[src/rtl/i2c_cmdq_pkg.sv]
package i2c_cmdq_pkg;

    typedef enum logic [2:0] {
        OP_SEND     = 3'd0,
        OP_RECV     = 3'd1,
        OP_STOP     = 3'd2,
        OP_SKIP     = 3'd3,
        OP_START    = 3'd4,
        OP_START_NK = 3'd5,
        OP_HSTART   = 3'd6,
        OP_HSTART_NK= 3'd7
    } opcode_t;

    typedef enum logic [1:0] {
        EN_IDLE,
        EN_START,
        EN_BIT,
        EN_STOP
    } eng_state_t;

    localparam logic [2:0] RA_PARAM  = 3'd0;
    localparam logic [2:0] RA_CTRL   = 3'd1;
    localparam logic [2:0] RA_CFG    = 3'd2;
    localparam logic [2:0] RA_STATUS = 3'd3;
    localparam logic [2:0] RA_IEN    = 3'd4;
    localparam logic [2:0] RA_WMARK  = 3'd5;
    localparam logic [2:0] RA_CMD    = 3'd6;
    localparam logic [2:0] RA_RXDATA = 3'd7;

    localparam int SB_TXREQ = 0;
    localparam int SB_RXRDY = 1;
    localparam int SB_STOP  = 9;
    localparam int SB_NACK  = 10;
    localparam int SB_ARB   = 11;
    localparam int SB_MBUSY = 24;
    localparam int SB_BBUSY = 25;
    localparam int RX_EMPTY_BIT = 14;
    localparam int RXWM_LSB = 16;

endpackage

[src/rtl/i2c_cmdq_fifo.sv]
module i2c_cmdq_fifo #(
    parameter int W  = 8,
    parameter int AW = 2
) (
    input  logic          clk,
    input  logic          rst_n,
    input  logic          flush,
    input  logic          push,
    input  logic [W-1:0]  din,
    input  logic          pop,
    output logic [W-1:0]  dout,
    output logic [AW:0]   count,
    output logic          full,
    output logic          empty
);
    localparam int DEPTH = 1 << AW;

    logic [W-1:0]  mem [DEPTH];
    logic [AW-1:0] wp, rp;

    always_ff @(posedge clk) begin
        if (push) mem[wp] <= din;
    end

    always_ff @(posedge clk or negedge rst_n) begin
        if (!rst_n) begin
            wp    <= '0;
            rp    <= '0;
            count <= '0;
        end else if (flush) begin
            wp    <= '0;
            rp    <= '0;
            count <= '0;
        end else begin
            if (push) wp <= wp + 1'b1;
            if (pop)  rp <= rp + 1'b1;
            unique case ({push, pop})
                2'b10:   count <= count + 1'b1;
                2'b01:   count <= count - 1'b1;
                default: count <= count;
            endcase
        end
    end

    assign dout  = mem[rp];
    assign full  = (count == (AW+1)'(DEPTH));
    assign empty = (count == '0);

    AST_FIFO_NO_OVERFLOW: assert property (@(posedge clk) disable iff (!rst_n)
        (push && !flush) |-> !full);
    AST_FIFO_NO_UNDERFLOW: assert property (@(posedge clk) disable iff (!rst_n)
        (pop && !flush) |-> !empty);

endmodule

[src/rtl/i2c_cmdq_busmon.sv]
module i2c_cmdq_busmon (
    input  logic clk,
    input  logic rst_n,
    input  logic scl_i,
    input  logic sda_i,
    output logic bus_busy
);
    logic scl_q, sda_q;
    logic start_seen, stop_seen;

    assign start_seen = scl_q && scl_i && sda_q && !sda_i;
    assign stop_seen  = scl_q && scl_i && !sda_q && sda_i;

    always_ff @(posedge clk or negedge rst_n) begin
        if (!rst_n) begin
            scl_q    <= 1'b1;
            sda_q    <= 1'b1;
            bus_busy <= 1'b0;
        end else begin
            scl_q <= scl_i;
            sda_q <= sda_i;
            if (start_seen)     bus_busy <= 1'b1;
            else if (stop_seen) bus_busy <= 1'b0;
        end
    end

    AST_BUS_FREE_AFTER_STOP: assert property (@(posedge clk) disable iff (!rst_n)
        stop_seen |=> !bus_busy);

endmodule

[src/rtl/i2c_cmdq_engine.sv]
module i2c_cmdq_engine
    import i2c_cmdq_pkg::*;
(
    input  logic        clk,
    input  logic        rst_n,
    input  logic        tick,
    input  logic        enable,
    input  logic        cfg_ignack,
    input  logic        cfg_autostop,
    input  logic        ndf_hold,
    input  logic        cmd_valid,
    input  logic [10:0] cmd_word,
    input  logic        rx_full,
    input  logic        sda_i,
    output logic        cmd_pop,
    output logic        cmd_flush,
    output logic        rx_push,
    output logic [7:0]  rx_byte,
    output logic        scl_oe,
    output logic        sda_oe,
    output logic        busy,
    output logic        ev_stop,
    output logic        ev_nack,
    output logic        ev_arb
);
    eng_state_t state;
    logic [1:0] ph;
    logic [3:0] bitn;
    logic [7:0] shreg;
    logic [7:0] rx_left;
    logic       is_rx, discard, is_addr, expect_nack, ack_bad, owned;
    logic       fetch, auto_stop, rx_wait, byte_end;
    opcode_t    op;

    assign op        = opcode_t'(cmd_word[10:8]);
    assign fetch     = (state == EN_IDLE) && tick && enable && !ndf_hold && cmd_valid;
    assign auto_stop = (state == EN_IDLE) && tick && enable && !ndf_hold && !cmd_valid
                       && owned && cfg_autostop;
    assign rx_wait   = is_rx && !discard && rx_full && (bitn == 4'd0);
    assign byte_end  = (state == EN_BIT) && tick && (ph == 2'd3) && (bitn == 4'd8);
    assign cmd_pop   = fetch;
    assign rx_push   = byte_end && is_rx && !discard;
    assign rx_byte   = shreg;
    assign busy      = owned || (state != EN_IDLE);

    always_ff @(posedge clk or negedge rst_n) begin
        if (!rst_n) begin
            state       <= EN_IDLE;
            ph          <= '0;
            bitn        <= '0;
            shreg       <= '0;
            rx_left     <= '0;
            is_rx       <= 1'b0;
            discard     <= 1'b0;
            is_addr     <= 1'b0;
            expect_nack <= 1'b0;
            ack_bad     <= 1'b0;
            owned       <= 1'b0;
            scl_oe      <= 1'b0;
            sda_oe      <= 1'b0;
            ev_stop     <= 1'b0;
            ev_nack     <= 1'b0;
            ev_arb      <= 1'b0;
            cmd_flush   <= 1'b0;
        end else begin
            ev_stop   <= 1'b0;
            ev_nack   <= 1'b0;
            ev_arb    <= 1'b0;
            cmd_flush <= 1'b0;
            unique case (state)
                EN_IDLE: begin
                    ph   <= '0;
                    bitn <= '0;
                    if (fetch) begin
                        unique case (op)
                            OP_SEND: begin
                                shreg   <= cmd_word[7:0];
                                is_rx   <= 1'b0;
                                is_addr <= 1'b0;
                                state   <= EN_BIT;
                            end
                            OP_RECV, OP_SKIP: begin
                                rx_left <= cmd_word[7:0];
                                is_rx   <= 1'b1;
                                discard <= (op == OP_SKIP);
                                is_addr <= 1'b0;
                                state   <= EN_BIT;
                            end
                            OP_STOP: begin
                                if (owned) state <= EN_STOP;
                            end
                            default: begin
                                shreg       <= cmd_word[7:0];
                                is_rx       <= 1'b0;
                                is_addr     <= 1'b1;
                                expect_nack <= op[0];
                                state       <= EN_START;
                            end
                        endcase
                    end else if (auto_stop) begin
                        state <= EN_STOP;
                    end
                end
                EN_START: if (tick) begin
                    ph <= ph + 1'b1;
                    unique case (ph)
                        2'd0: sda_oe <= 1'b0;
                        2'd1: scl_oe <= 1'b0;
                        2'd2: sda_oe <= 1'b1;
                        default: begin
                            scl_oe <= 1'b1;
                            owned  <= 1'b1;
                            bitn   <= '0;
                            state  <= EN_BIT;
                        end
                    endcase
                end
                EN_BIT: if (tick) begin
                    unique case (ph)
                        2'd0: if (!rx_wait) begin
                            if (bitn != 4'd8) sda_oe <= is_rx ? 1'b0 : ~shreg[7];
                            else              sda_oe <= is_rx && (rx_left != 8'd0);
                            ph <= 2'd1;
                        end
                        2'd1: begin
                            scl_oe <= 1'b0;
                            ph     <= 2'd2;
                        end
                        2'd2: begin
                            ph <= 2'd3;
                            if (bitn != 4'd8) begin
                                if (is_rx) begin
                                    shreg <= {shreg[6:0], sda_i};
                                end else if (!sda_oe && !sda_i) begin
                                    ev_arb    <= 1'b1;
                                    cmd_flush <= 1'b1;
                                    scl_oe    <= 1'b0;
                                    sda_oe    <= 1'b0;
                                    owned     <= 1'b0;
                                    state     <= EN_IDLE;
                                end
                            end else begin
                                ack_bad <= !is_rx && !cfg_ignack &&
                                           ((is_addr && expect_nack) ? !sda_i : sda_i);
                            end
                        end
                        default: begin
                            scl_oe <= 1'b1;
                            ph     <= 2'd0;
                            if (bitn != 4'd8) begin
                                bitn <= bitn + 1'b1;
                                if (!is_rx) shreg <= {shreg[6:0], 1'b0};
                            end else begin
                                bitn <= '0;
                                if (is_rx) begin
                                    if (rx_left == 8'd0) state <= EN_IDLE;
                                    else                 rx_left <= rx_left - 1'b1;
                                end else begin
                                    state   <= EN_IDLE;
                                    ev_nack <= ack_bad;
                                end
                            end
                        end
                    endcase
                end
                EN_STOP: if (tick) begin
                    ph <= ph + 1'b1;
                    unique case (ph)
                        2'd0: sda_oe <= 1'b1;
                        2'd1: scl_oe <= 1'b0;
                        default: begin
                            sda_oe  <= 1'b0;
                            owned   <= 1'b0;
                            ev_stop <= 1'b1;
                            state   <= EN_IDLE;
                        end
                    endcase
                end
                default: state <= EN_IDLE;
            endcase
        end
    end

    AST_HALT_ON_NACK: assert property (@(posedge clk) disable iff (!rst_n)
        ndf_hold |-> !cmd_pop);
    AST_IDLE_RELEASED: assert property (@(posedge clk) disable iff (!rst_n)
        (state == EN_IDLE && !owned) |-> (!scl_oe && !sda_oe));
    AST_ARB_DROPS_BUS: assert property (@(posedge clk) disable iff (!rst_n)
        ev_arb |-> (!busy && !scl_oe && !sda_oe));

endmodule

[src/rtl/i2c_cmdq_master.sv]
module i2c_cmdq_master
    import i2c_cmdq_pkg::*;
#(
    parameter int TX_AW = 2,
    parameter int RX_AW = 2
) (
    input  logic        clk,
    input  logic        rst_n,
    input  logic        bit_tick,
    input  logic        wr_en,
    input  logic        rd_en,
    input  logic [2:0]  addr,
    input  logic [31:0] wdata,
    output logic [31:0] rdata,
    input  logic        scl_i,
    input  logic        sda_i,
    output logic        scl_oe,
    output logic        sda_oe,
    output logic        irq
);
    localparam int CMD_W = 11;

    logic              enable, cfg_ignack, cfg_autostop;
    logic              f_stop, f_nack, f_arb;
    logic [31:0]       ien, status;
    logic [TX_AW:0]    tx_wm, tx_count;
    logic [RX_AW:0]    rx_wm, rx_count;
    logic              tx_full, tx_empty, rx_full, rx_empty;
    logic [CMD_W-1:0]  cmd_head;
    logic [7:0]        rx_head, rx_byte;
    logic              cmd_pop, cmd_flush, rx_push, rx_pop;
    logic              eng_busy, ev_stop, ev_nack, ev_arb, bus_busy;
    logic              wr_ctrl, wr_status, wr_cmd;

    assign wr_ctrl   = wr_en && (addr == RA_CTRL);
    assign wr_status = wr_en && (addr == RA_STATUS);
    assign wr_cmd    = wr_en && (addr == RA_CMD) && !tx_full;
    assign rx_pop    = rd_en && (addr == RA_RXDATA) && !rx_empty;

    always_ff @(posedge clk or negedge rst_n) begin
        if (!rst_n) begin
            enable       <= 1'b0;
            cfg_ignack   <= 1'b0;
            cfg_autostop <= 1'b0;
            ien          <= '0;
            tx_wm        <= '0;
            rx_wm        <= '0;
            f_stop       <= 1'b0;
            f_nack       <= 1'b0;
            f_arb        <= 1'b0;
        end else begin
            if (wr_ctrl) enable <= wdata[0];
            if (wr_en && addr == RA_CFG) begin
                cfg_ignack   <= wdata[0];
                cfg_autostop <= wdata[1];
            end
            if (wr_en && addr == RA_IEN) ien <= wdata;
            if (wr_en && addr == RA_WMARK) begin
                tx_wm <= wdata[TX_AW:0];
                rx_wm <= wdata[RXWM_LSB +: RX_AW+1];
            end
            f_stop <= ev_stop || (f_stop && !(wr_status && wdata[SB_STOP]));
            f_nack <= ev_nack || (f_nack && !(wr_status && wdata[SB_NACK]));
            f_arb  <= ev_arb  || (f_arb  && !(wr_status && wdata[SB_ARB]));
        end
    end

    always_comb begin
        status            = '0;
        status[SB_TXREQ]  = (tx_count <= tx_wm);
        status[SB_RXRDY]  = (rx_count > rx_wm);
        status[SB_STOP]   = f_stop;
        status[SB_NACK]   = f_nack;
        status[SB_ARB]    = f_arb;
        status[SB_MBUSY]  = eng_busy;
        status[SB_BBUSY]  = bus_busy;
    end

    assign irq = |(status & ien);

    always_comb begin
        rdata = '0;
        unique case (addr)
            RA_PARAM:  begin
                rdata[3:0]  = 4'(TX_AW);
                rdata[11:8] = 4'(RX_AW);
            end
            RA_CTRL:   rdata[0] = enable;
            RA_CFG:    rdata[1:0] = {cfg_autostop, cfg_ignack};
            RA_STATUS: rdata = status;
            RA_IEN:    rdata = ien;
            RA_WMARK:  begin
                rdata[TX_AW:0]              = tx_wm;
                rdata[RXWM_LSB +: RX_AW+1]  = rx_wm;
            end
            RA_RXDATA: begin
                rdata[RX_EMPTY_BIT] = rx_empty;
                rdata[7:0]          = rx_empty ? 8'h00 : rx_head;
            end
            default:   rdata = '0;
        endcase
    end

    i2c_cmdq_fifo #(.W(CMD_W), .AW(TX_AW)) u_cmd_fifo (
        .clk(clk), .rst_n(rst_n),
        .flush(cmd_flush || (wr_ctrl && wdata[1])),
        .push(wr_cmd), .din(wdata[CMD_W-1:0]),
        .pop(cmd_pop), .dout(cmd_head),
        .count(tx_count), .full(tx_full), .empty(tx_empty)
    );

    i2c_cmdq_fifo #(.W(8), .AW(RX_AW)) u_rx_fifo (
        .clk(clk), .rst_n(rst_n),
        .flush(wr_ctrl && wdata[2]),
        .push(rx_push), .din(rx_byte),
        .pop(rx_pop), .dout(rx_head),
        .count(rx_count), .full(rx_full), .empty(rx_empty)
    );

    i2c_cmdq_engine u_engine (
        .clk(clk), .rst_n(rst_n), .tick(bit_tick),
        .enable(enable), .cfg_ignack(cfg_ignack), .cfg_autostop(cfg_autostop),
        .ndf_hold(f_nack), .cmd_valid(!tx_empty), .cmd_word(cmd_head),
        .rx_full(rx_full), .sda_i(sda_i),
        .cmd_pop(cmd_pop), .cmd_flush(cmd_flush),
        .rx_push(rx_push), .rx_byte(rx_byte),
        .scl_oe(scl_oe), .sda_oe(sda_oe), .busy(eng_busy),
        .ev_stop(ev_stop), .ev_nack(ev_nack), .ev_arb(ev_arb)
    );

    i2c_cmdq_busmon u_busmon (
        .clk(clk), .rst_n(rst_n), .scl_i(scl_i), .sda_i(sda_i),
        .bus_busy(bus_busy)
    );

    AST_STOP_FLAG_NOT_BUSY: assert property (@(posedge clk) disable iff (!rst_n)
        $rose(f_stop) |-> !eng_busy);
    AST_ARB_FLAG_NOT_BUSY: assert property (@(posedge clk) disable iff (!rst_n)
        $rose(f_arb) |-> !eng_busy);

endmodule

[config.mk]
export PLATFORM = sky130hd
export DESIGN_NAME = i2c_cmdq_master
export DESIGN_NICKNAME = d
export VERILOG_FILES = /design/src/rtl/i2c_cmdq_pkg.sv /design/src/rtl/i2c_cmdq_fifo.sv /design/src/rtl/i2c_cmdq_busmon.sv /design/src/rtl/i2c_cmdq_engine.sv /design/src/rtl/i2c_cmdq_master.sv
export SDC_FILE = /design/constraint.sdc
export NUM_CORES = 1
export LEC_CHECK = 0
export ABC_AREA = 1
export BUFFER_PORTS_ARGS = -buffer_cell sky130_fd_sc_hd__buf_4
export CAP_MARGIN = 40
export CORE_ASPECT_RATIO = 1.1
export CORE_MARGIN = 2
export CORE_UTILIZATION = 55
export DETAILED_ROUTE_END_ITERATION = 7
export GPL_TIMING_DRIVEN = 0
export PLACE_DENSITY_LB_ADDON = 0.25
export SLEW_MARGIN = 0
export SYNTH_ARGS = -nofsm -noshare
export SYNTH_HDL_FRONTEND = slang
export SYNTH_SLANG_ARGS = --single-unit
[constraint.sdc]
create_clock -name clk -period 3.95 [get_ports clk]
set_input_delay 0.395 -clock clk [delete_from_list [all_inputs] [get_ports clk]]
set_output_delay 0.395 -clock clk [all_outputs]
set_load 0.01 [all_outputs]
# Word-level counts from Yosys, hierarchy flattened
# Memory sizes are Yosys's and may differ from the RTL's.
# Cells that the tools add are included.
op_classes:
  bitwise_logic: 5
  magnitude_cmp: 2
  add_sub_neg: 11
  reduce_logical: 101
  n_eq_ne: 58
  muxes: 119
op_table:
  columns: ["cell", "count"]
  rows:
  - ["2-to-1 mux 8 bit", 15]
  - ["2-to-1 mux 2 bit", 26]
  - ["case mux 8 bit (2 select lines)", 3]
  - ["logical AND 1 bit", 42]
  - ["2-to-1 mux 1 bit", 41]
  - ["!= test 2 bit, second input constant", 19]
  - ["bitwise AND 26 x 32 -> 32 bit", 1]
  - ["OR reduction 32 bit", 1]
  - ["case mux 13 bit (2 select lines)", 1]
  - ["!= test 3 bit, second input constant", 8]
  - ["case mux 4 bit (3 select lines)", 2]
  - ["2-to-1 mux 4 bit", 5]
  - ["AND reduction 10 bit", 2]
  - ["== test 3 bit, second input constant", 6]
  - ["case mux 3 bit (2 select lines)", 3]
  - ["case mux 1 bit (2 select lines)", 8]
  - ["AND reduction 8 bit", 2]
  - ["case mux 1 bit (3 select lines)", 5]
  - ["nonzero test 2 bit", 7]
  - ["logical NOT 1 bit", 13]
  - ["AND reduction 13 bit", 1]
  - ["== test 2 bit, second input constant", 6]
  - ["== test 3 x 2 -> 1 bit, second input constant", 4]
  - ["logical NOT 3 bit", 4]
  - ["other kinds (35)", 71]
word_totals:
  mem_bits_rw: 76
  mem_count: 2
  inputBits: 42
  reg_bits: 96
memory_table:
  columns: ["memory", "words", "width", "rd", "rd_clocked_by_memory_dff", "write_ports", "line_no", "rtl"]
  rows:
  - ["u_cmd_fifo.mem", 4, 11, 1, 0, 1, "i2c_cmdq_fifo.sv:18", "logic [W-1:0] mem [DEPTH];"]
  - ["u_rx_fifo.mem", 4, 8, 1, 0, 1, "i2c_cmdq_fifo.sv:18", null]

# Depth between registers and ports, before layout
# Gate-level depths: netlist of run 1.
depth:
  word_depth: 10
  ltp_mapped: 13
  mapped_depth_nobuf: 13

# Cells and area by module
# A second synthesis of run 1 with hierarchy kept.
unflattened:
  cells_unflattened: 961
  hier_area_um2: 8642.0
modules_own_cells:
  columns: ["module", "area_per_inst_um2", "cells_per_inst", "instances"]
  rows:
  - ["i2c_cmdq_master", 2372.3, 304, 1]
  - ["i2c_cmdq_engine", 2309.7, 339, 1]
  - ["i2c_cmdq_fifo at u_cmd_fifo", 2090.8, 168, 1]
  - ["i2c_cmdq_fifo at u_rx_fifo", 1754.2, 138, 1]
  - ["i2c_cmdq_busmon", 115.1, 12, 1]

# Worst setup path before layout of run 1
# OpenSTA, ideal clock, no wires.
synth_timing:
  path_kind: "reg2reg"
  start: "register u_engine.bitn[0]"
  end: "register u_rx_fifo.count[1]"
  arrival_ns: 2.320
  synth_period_minus_slack_ns: 2.383
  required_time_ns: 3.887
  path_stages_with_launch: 14
  slack_ns: 1.567
  cell_sequence: "dfrtp_1 -> inv_1 -> ha_1 -> nand2_1 -> nor2_2 -> inv_1 -> nor2_1 -> nand4_2 -> ha_1 -> inv_1 -> fa_1 -> o21ai_0 -> nand2_1 -> inv_1"
synth_between:
  elab_chain_cells: 7
  word_cells_on_any_way: 9
  classes_between: "3 x eq/ne; 2 x mux; 4 x reduce/logical"
synth_rtl:
  columns: ["item", "line_no", "rtl"]
  rows:
  - ["start, declared", "i2c_cmdq_engine.sv:28", "logic [3:0] bitn;"]
  - ["start signal, assigned", "i2c_cmdq_engine.sv:151", "bitn <= bitn + 1'b1;"]
  - ["== test 4 bit (*)", "i2c_cmdq_engine.sv:40", "assign byte_end = (state == EN_BIT) && tick && (ph == 2'd3) && (bitn == 4'd8);"]
  - ["logical AND 1 bit (*)", "i2c_cmdq_engine.sv:40", null]
  - ["logical AND 1 bit (*) (2 in series)", "i2c_cmdq_engine.sv:42", "assign rx_push = byte_end && is_rx && !discard;"]
  - ["== test 2 x 1 -> 1 bit or == test 2 bit (tied branches)", "i2c_cmdq_fifo.sv:37", "unique case ({push, pop})"]
  - ["case mux 3 bit (2 select lines)", "i2c_cmdq_fifo.sv:37", null]
  - ["2-to-1 mux 3 bit", "i2c_cmdq_fifo.sv:30", "end else if (flush) begin"]
  - ["end signal, assigned", "i2c_cmdq_fifo.sv:38", "2'b10: count <= count + 1'b1;"]
  - ["end signal, assigned", "i2c_cmdq_fifo.sv:39", "2'b01: count <= count - 1'b1;"]
  - ["end signal, assigned", "i2c_cmdq_fifo.sv:40", "default: count <= count;"]
  - ["end, declared", "i2c_cmdq_fifo.sv:12", "output logic [AW:0] count,"]
# Mark *: on every way between the ends. The rest lies on a longest branch, timed or not.
# A chain may end at the register's enable or synchronous reset.

# Worst setup path after layout of run 1
# Ends and elaborated chain as after synthesis.

==> results.txt, run 1 <==
Hold crit path type: primary input to async pin
Filler Cells Inserted: 1,223
CP Cell Sequence: inv_1 > ha_1 > nand2_1 > nor2_2 > inv_1 > nor2_1 > nand4_2 > ha_1 > inv_1 > fa_1 > o21ai_0 > nand2_1 > inv_1
Critical Path RT: 4320 ps
Setup crit end: u_rx_fifo.count[1]
DRC viols: 0
Max incr delay on CP: 400 ps
Vias in the first global route: 6,363
IO Pins: 77
Largest net degree at the start of global routing: 53
DIE WIDTH: 121.2 um
RePlAce Congestion: 0.8964
Row Count: 47
R2R depth: 13
Fmax: 357.6 MHz
Routed wire length: 19,460 um
Mux share of post-synthesis cell area: 0.01220
Post-synth ARST share: 0.5581
Worst reg2reg path endpoint: u_rx_fifo.count[1]
Yosys warning count: 0
Hold buffer count at CTS: 0
Post-Syn Instances: 899
Worst slew margin: 0.4913
Core area: 14,940 um^2
Maximum vdd drop: 0.0003115 V
Synth unique cells: 47
Startpoint types: register
Period utilisation layout: 0.7080
Main synth FF type: dfrtp_1
# setup viols final: 0
Final hold slack: -25.01 ps
Tot Pwr: 6113 uW
Failing checks: negative hold slack
Synth Net Count: 968
Outcome: finished with violations
Detailed Place HPWL: 14,070 um
Reg2reg setup slack: 1150 ps
Clk_skew: 7.069 ps
Endpoint class of the critical path: register
Post-Layout Cell Count: 1,207
Worst-Skew Late Latency: 420 ps
DIE AREA: 16,110 um^2
Leakage: 0.004494 uW
Worst Setup Slack, final: 1153 ps
Avg Inst Size Synth: 9.243 um^2
Postcts setup bufs: 0
Port bufs: 75
RSZ-0062 raised after global routing: no
Crit path top cell by count: inv_1
Number of synthesized flops with an enable pin: 76
Clk root buf: clkbuf_16
Synth top area share: 0.2831
CTS tree: built
Synth cell count leaders: nand2_1 (181), nor2_1 (108), inv_1 (106)
CTS sink count: 172
Initial DRC count: 562
Top-count cell post-synth: nand2_1
Initial core utilization: 0.5563
Sequential cell area fraction in the yosys report: 0.5641
H-tree depth: 4
Ant. Diodes: 0
TNS Setup: 0 ps
WP data arrival: 3170 ps
Largest cells by area after synthesis: dfrtp_1 (28%), edfxtp_1 (27%), nand2_1 (8.2%), nor2_1 (4.9%), inv_1 (4.8%)
Chip Height: 132.9 um
Max-cap check violation count: 0
Synth area leader: dfrtp_1
Overflow after GRT: 0
Fin crit period: 2797 ps
Synth Area in XOR/XNOR: 0.005270
Nets: 1,067
Post-synthesis compound-gate area fraction: 0.1141
Simple-Gate Fraction of Synth Area: 0.1965
CTS Buf Count: 17
Post_cts resized: 0
Largest family of logic cells by synthesized area: simple AND/OR/NAND/NOR gates
First-pass GRT wire length: 31,750 um
Clock slew seen by the registers of the worst setup and hold paths: 60 ps
Max Slew Vio Count: 0
Hold Violations, Final: 14
CP Launch Point: u_engine.bitn[0]
Slowest-stage cell, CP: dfrtp_1
Vias: 6,506
Area Growth Syn to Fin: 17.62%
GRT Overall Usage: 0.2535
Post-synthesis register bit count: 172
Synth Area in Adders: 0.04246
Pwr Density: 625.5 nW/um^2
Initial antenna violation count: 0
Worst r2r src: u_engine.bitn[0]
Worst-margin pin slew: 760.3 ps
Deepest clock path buffer count: 2
Post-DR vias/cell: 5.390
Mapped Area: 8309 um^2
Layout cells sized above 1: 0.1503
Worst slack at placement: 1173 ps
Drt wl/cell: 16.12 um
CP Class: register to register
Critical-path maximum fanout: 9
Post-DRT Antenna Nets: 0
Cells after DPL: 1,175
TritonRoute pass-1 iters: 6
-- area by class of cell --
class | instances | area [um^2] | area share
sequential | 172 | 4687 | 0.4796
multi-input combinational | 589 | 3079 | 0.3151
timing repair buffer | 80 | 620.6 | 0.06350
clock buffer | 27 | 516.7 | 0.05287
inverter | 115 | 431.7 | 0.04417
tap | 196 | 245.2 | 0.02509
buffer | 23 | 111.4 | 0.01139
clock inverter | 5 | 81.33 | 0.008322
-- kinds of logic after synthesis --
kind of cell	Yosys count
xor gates and xnor gates	5
muxes	9
and+or+nand+nor	378
buffers and inverters	138
AOI/OAI and AO/OA	170
adders and majority gates	27
DFF	172
-- sequential cells by signal, indices dropped and copies added, names as in the netlist, 3 cells and up --
signal            count
ien                  32
rx_wm                 3
tx_wm                 3
u_cmd_fifo.count      3
u_cmd_fifo.mem       44
u_engine.bitn         4
u_engine.rx_byte      8
u_engine.rx_left      8
u_rx_fifo.count       3
u_rx_fifo.mem        32
-- metal layers --
metal	vias to the layer above	track usage	routed length, um
li1	3200	-	-
met1	3123	0.3276	8350
met2	159	0.4251	9857
met3	24	0.05474	874
met4	0	0.08493	377
met5	-	0	0
-- worst max-delay path, delay by kind of cell, from the launching register on --
kind	cells	cell delay (ps)
simple gates	5	970
fa+ha+maj	3	880
flops	1	400
buf+inv	4	320
compound gates	1	170
-- report_power, final --
part | switching [uW] | internal (uW) | leakage (uW) | total [uW]
combinational | 1280 | 698 | 0.00235 | 1980
sequential | 257 | 2190 | 0.00185 | 2450
clock | 658 | 1030 | 0.000292 | 1680
-- per-stage QoR --
step	cell area, um^2	util
detailed placement	9175	0.6143
CTS	9773	0.6543
floorplan	8309	-
global route	9773	0.6543
finish	9773	0.6543
global placement	9117	0.6104
-- worst min-delay path by stage --
stage	from	endpoint	slack, ps	depth (start not counted)
after floorplan	rst_n	cfg_autostop	100	0
after global placement	u_engine.ev_nack	f_nack	450	1
after detailed placement	u_engine.ev_nack	f_nack	440	1
after CTS	rst_n	u_engine.rx_byte[5]	2	1
after global routing	rst_n	u_engine.rx_byte[5]	20	1
final	rst_n	u_engine.rx_byte[5]	-30	1
-- cell usage in the layout (no fill, tap or decap), types with 4 or more instances in the layout --
cell and n:
nand2_1 181, nor2_1 108, inv_1 106, dfrtp_1 94, buf_4 80, edfxtp_1 76, o21ai_0 73, nand3_1 50
a21oi_1 37, ha_1 25, o21ai_1 21, o22ai_1 19, clkbuf_16 17, clkbuf_1 14, nand4_1 12, buf_2 11
inv_2 9, mux2_1 8, nor3_1 7, clkbuf_8 5, o31ai_1 4
Power figures use the tool's default switching activity.
==> run 2: changes to the inputs <==
CORE_UTILIZATION = 54   (was 55)
clock period = 2.3 ns   (was 3.95 ns; I/O delays follow)
==> run 2 against run 1 <==
  * Core utilization is 0.82 points higher
  * Largest cell class unchanged
  * Cell count is 1.4% higher
  * The run ends with negative setup slack left
  * Critical path type unchanged
  * Highest routed layer unchanged
  * Clock-buffer cell count is 7 lower
==> results.txt, run 2 (synthesized netlist as in run 1, its figures left out) <==
Leakage: 0.004583 uW (was 0.004494 uW)
Critical-path maximum fanout: 8 (was 9)
Drt wl/cell: 15.97 um (was 16.12 um)
Most frequent cells in the layout: nand2_1 (180), inv_1 (105), nor2_1 (104), dfrtp_1 (94), buf_4 (91) (was nand2_1 (181), nor2_1 (108), inv_1 (106), dfrtp_1 (94), buf_4 (80))
CTS Buf Count: 17 (unchanged)
Vias: 6,697 (was 6,506)
Biggest regs: u_cmd_fifo.mem x44, ien x32, u_rx_fifo.mem x32 (unchanged)
Area Growth Syn to Fin: 20.03% (was 17.62%)
Largest net degree at the start of global routing: 57 (was 53)
CP bufs+invs: 2 (was 4)
Max Slew Vio Count: 0 (unchanged)
Switching pwr: 3867 uW (was 2197 uW)
Cell family with most CP delay: simple AND/OR/NAND/NOR gates (unchanged)
Critical Path RT: 2360 ps (was 4320 ps)
Core area: 15,050 um^2 (was 14,940 um^2)
RePlAce Congestion: 0.9075 (was 0.8964)
Worst Setup Slack, final: -66.09 ps (was 1153 ps)
Cells after DPL: 1,175 (unchanged)
Startpoint types: register (unchanged)
Fmax: 422.6 MHz (was 357.6 MHz)
Clk_skew: 7.898 ps (was 7.069 ps)
Hold crit path type: primary input to register (was primary input to async pin)
DIE WIDTH: 122.3 um (was 121.2 um)
Initial DRC count: 485 (was 562)
GRT Overall Usage: 0.2517 (was 0.2535)
Post-DR vias/cell: 5.471 (was 5.390)
Vias in the first global route: 6,456 (was 6,363)
Clock slew seen by the registers of the worst setup and hold paths: 70 ps (was 60 ps)
Clock network power share: 0.273 (was 0.275)
Worst-margin pin slew: 828.7 ps (was 760.3 ps)
Layout cells sized above 1: 0.1741 (was 0.1503)
Ant. Diodes: 0 (unchanged)
TNS Setup: -567.2 ps (was 0 ps)
Post-DRT Antenna Nets: 0 (unchanged)
First-pass GRT wire length: 31,820 um (was 31,750 um)
Initial core utilization: 0.5519 (was 0.5563)
Port bufs: 75 (unchanged)
Maximum vdd drop: 0.0005637 V (was 0.0003115 V)
Detailed Place HPWL: 13,990 um (was 14,070 um)
CP Cell Sequence: inv_1 > ha_1 > nand2_1 > nor2_4 > inv_1 > nor2_4 > nand4_4 > nor2_1 (was inv_1 > ha_1 > nand2_1 > nor2_2 > inv_1 > nor2_1 > nand4_2 > ha_1 > inv_1 > fa_1 > o21ai_0 > nand2_1 > inv_1)
Nets: 1,084 (was 1,067)
Max-cap check violation count: 0 (unchanged)
Endpoint class of the critical path: register (unchanged)
Routed length on met3: 930 um (was 874 um)
Initial antenna violation count: 0 (unchanged)
Filler Cells Inserted: 1,214 (was 1,223)
Pwr Density: 1063 nW/um^2 (was 625.5 nW/um^2)
Top reg by flops: u_cmd_fifo.mem (unchanged)
Tot Pwr: 10,600 uW (was 6113 uW)
Failing checks: negative setup slack (was negative hold slack)
Worst slew margin: 0.4455 (was 0.4913)
Worst-Skew Late Latency: 430 ps (was 420 ps)
Max FFs per register: 44 (unchanged)
Routed wl met2: 9635 um (was 9857 um)
CTS tree: built (unchanged)
Period utilisation layout: 1.029 (was 0.7080)
RSZ-0062 raised after global routing: yes (was no)
Chip Height: 134.1 um (was 132.9 um)
Switching Fraction: 0.3649 (was 0.3593)
Int Pwr: 6730 uW (was 3917 uW)
Logic pwr share: 0.330 (was 0.324)
Outcome: finished with violations (unchanged)
DIE AREA: 16,400 um^2 (was 16,110 um^2)
Row Count: 47 (unchanged)
Max incr delay on CP: 670 ps (was 400 ps)
Post-Layout Cell Count: 1,224 (was 1,207)
Finished Cell Area: 9973 um^2 (was 9773 um^2)
TritonRoute pass-1 iters: 4 (was 6)
CP Class: register to register (unchanged)
Highest metal used: met4 (unchanged)
Fin crit period: 2366 ps (was 2797 ps)
WP data arrival: 2430 ps (was 3170 ps)
Commonest non-fill, non-tap cell in the layout: nand2_1 (unchanged)
Clk root buf: clkbuf_16 (unchanged)
H-tree depth: 4 (unchanged)
WL met1: 8607 um (was 8350 um)
IO Pins: 77 (unchanged)
Deepest clock path buffer count: 2 (unchanged)
Placed Area: 9174 um^2 (was 9175 um^2)
Hold Violations, Final: 0 (was 14)
Routed wire length: 19,540 um (was 19,460 um)
Slowest-stage cell, CP: nor2_1 (was dfrtp_1)
Reg power frac: 0.396 (was 0.401)
CTS sink count: 172 (unchanged)
Overflow after GRT: 0 (unchanged)
# setup viols final: 10 (was 0)
DRC viols: 0 (unchanged)
==> run 2: final timing paths <==
path / startpoint / slack, ps / cells past startpoint / to
min in group asynchronous: rst_n / 420 / 2 / u_engine.rx_left[6]
max: u_engine.bitn[0] / -70 / 8 / u_rx_fifo.mem[3][3]
max in group asynchronous: rst_n / 1180 / 3 / ien[19]
min: wdata[1] / 10 / 1 / u_cmd_fifo.mem[3][1]
max reg2reg: u_engine.bitn[0] / -70 / 8 / u_rx_fifo.mem[3][3]
min reg2reg: u_engine.ev_nack / 440 / 1 / f_nack
==> run 2: power groups by stage <==
stage / Sequential [uW] / Clock, uW / Combinational, uW
final: 4200 / 2900 / 3500
after floorplan: 4120 / 0 / 2420
after detailed placement: 4240 / 0 / 3340
after global placement: 4230 / 0 / 3240
after global routing: 4260 / 3050 / 3960
after CTS: 4190 / 2930 / 3410
==> run 2: stage by stage <==
stage                 util  setup WS (ps)  hold slack, ps
finish              0.6625         -66.09           12.15
global route        0.6625         -218.3           5.709
CTS                 0.6562         -82.08           2.839
detailed placement  0.6094         -329.0           362.3
global placement    0.6058         -283.4           359.8
floorplan                -          16.32          -65.59
==> run 2: per-layer routing <==
layer  global-route usage  up-vias
met5                    0        -
met4              0.08748        0
met3              0.04932       28
met2               0.4114      196
met1               0.3362     3239
li1                     -     3234
==> run 2: what timing repair did <==
item	4_1_cts	5_1_grt
gates resized for setup	11	9
hold buffers	6	0
setup buffers	1	11
endpoints found under the hold margin	61	0
pin swaps	1	3
setup endpoints to repair	42	39
==> run 2: worst register-to-register path: cells and delay by family (launching register included) <==
kind / cells / cell delay, ps
buffers and inverters: 2 / 200
adder cells (fa/ha/maj): 1 / 180
flip-flops: 1 / 400
AND/OR/NAND/NOR: 5 / 1210
==> run 2: layout make-up <==
| class | count | area [um^2] | share of cell area |
|---|---|---|---|
| Sequential cell | 172 | 4687 | 0.4700 |
| Multi-Input combinational cell | 589 | 3126 | 0.3134 |
| Timing Repair Buffer | 98 | 767.0 | 0.07690 |
| Clock buffer | 20 | 466.7 | 0.04679 |
| Inverter | 115 | 431.7 | 0.04328 |
| Tap cell | 196 | 245.2 | 0.02459 |
| Clock inverter | 12 | 136.4 | 0.01367 |
| Buffer | 22 | 113.9 | 0.01142 |
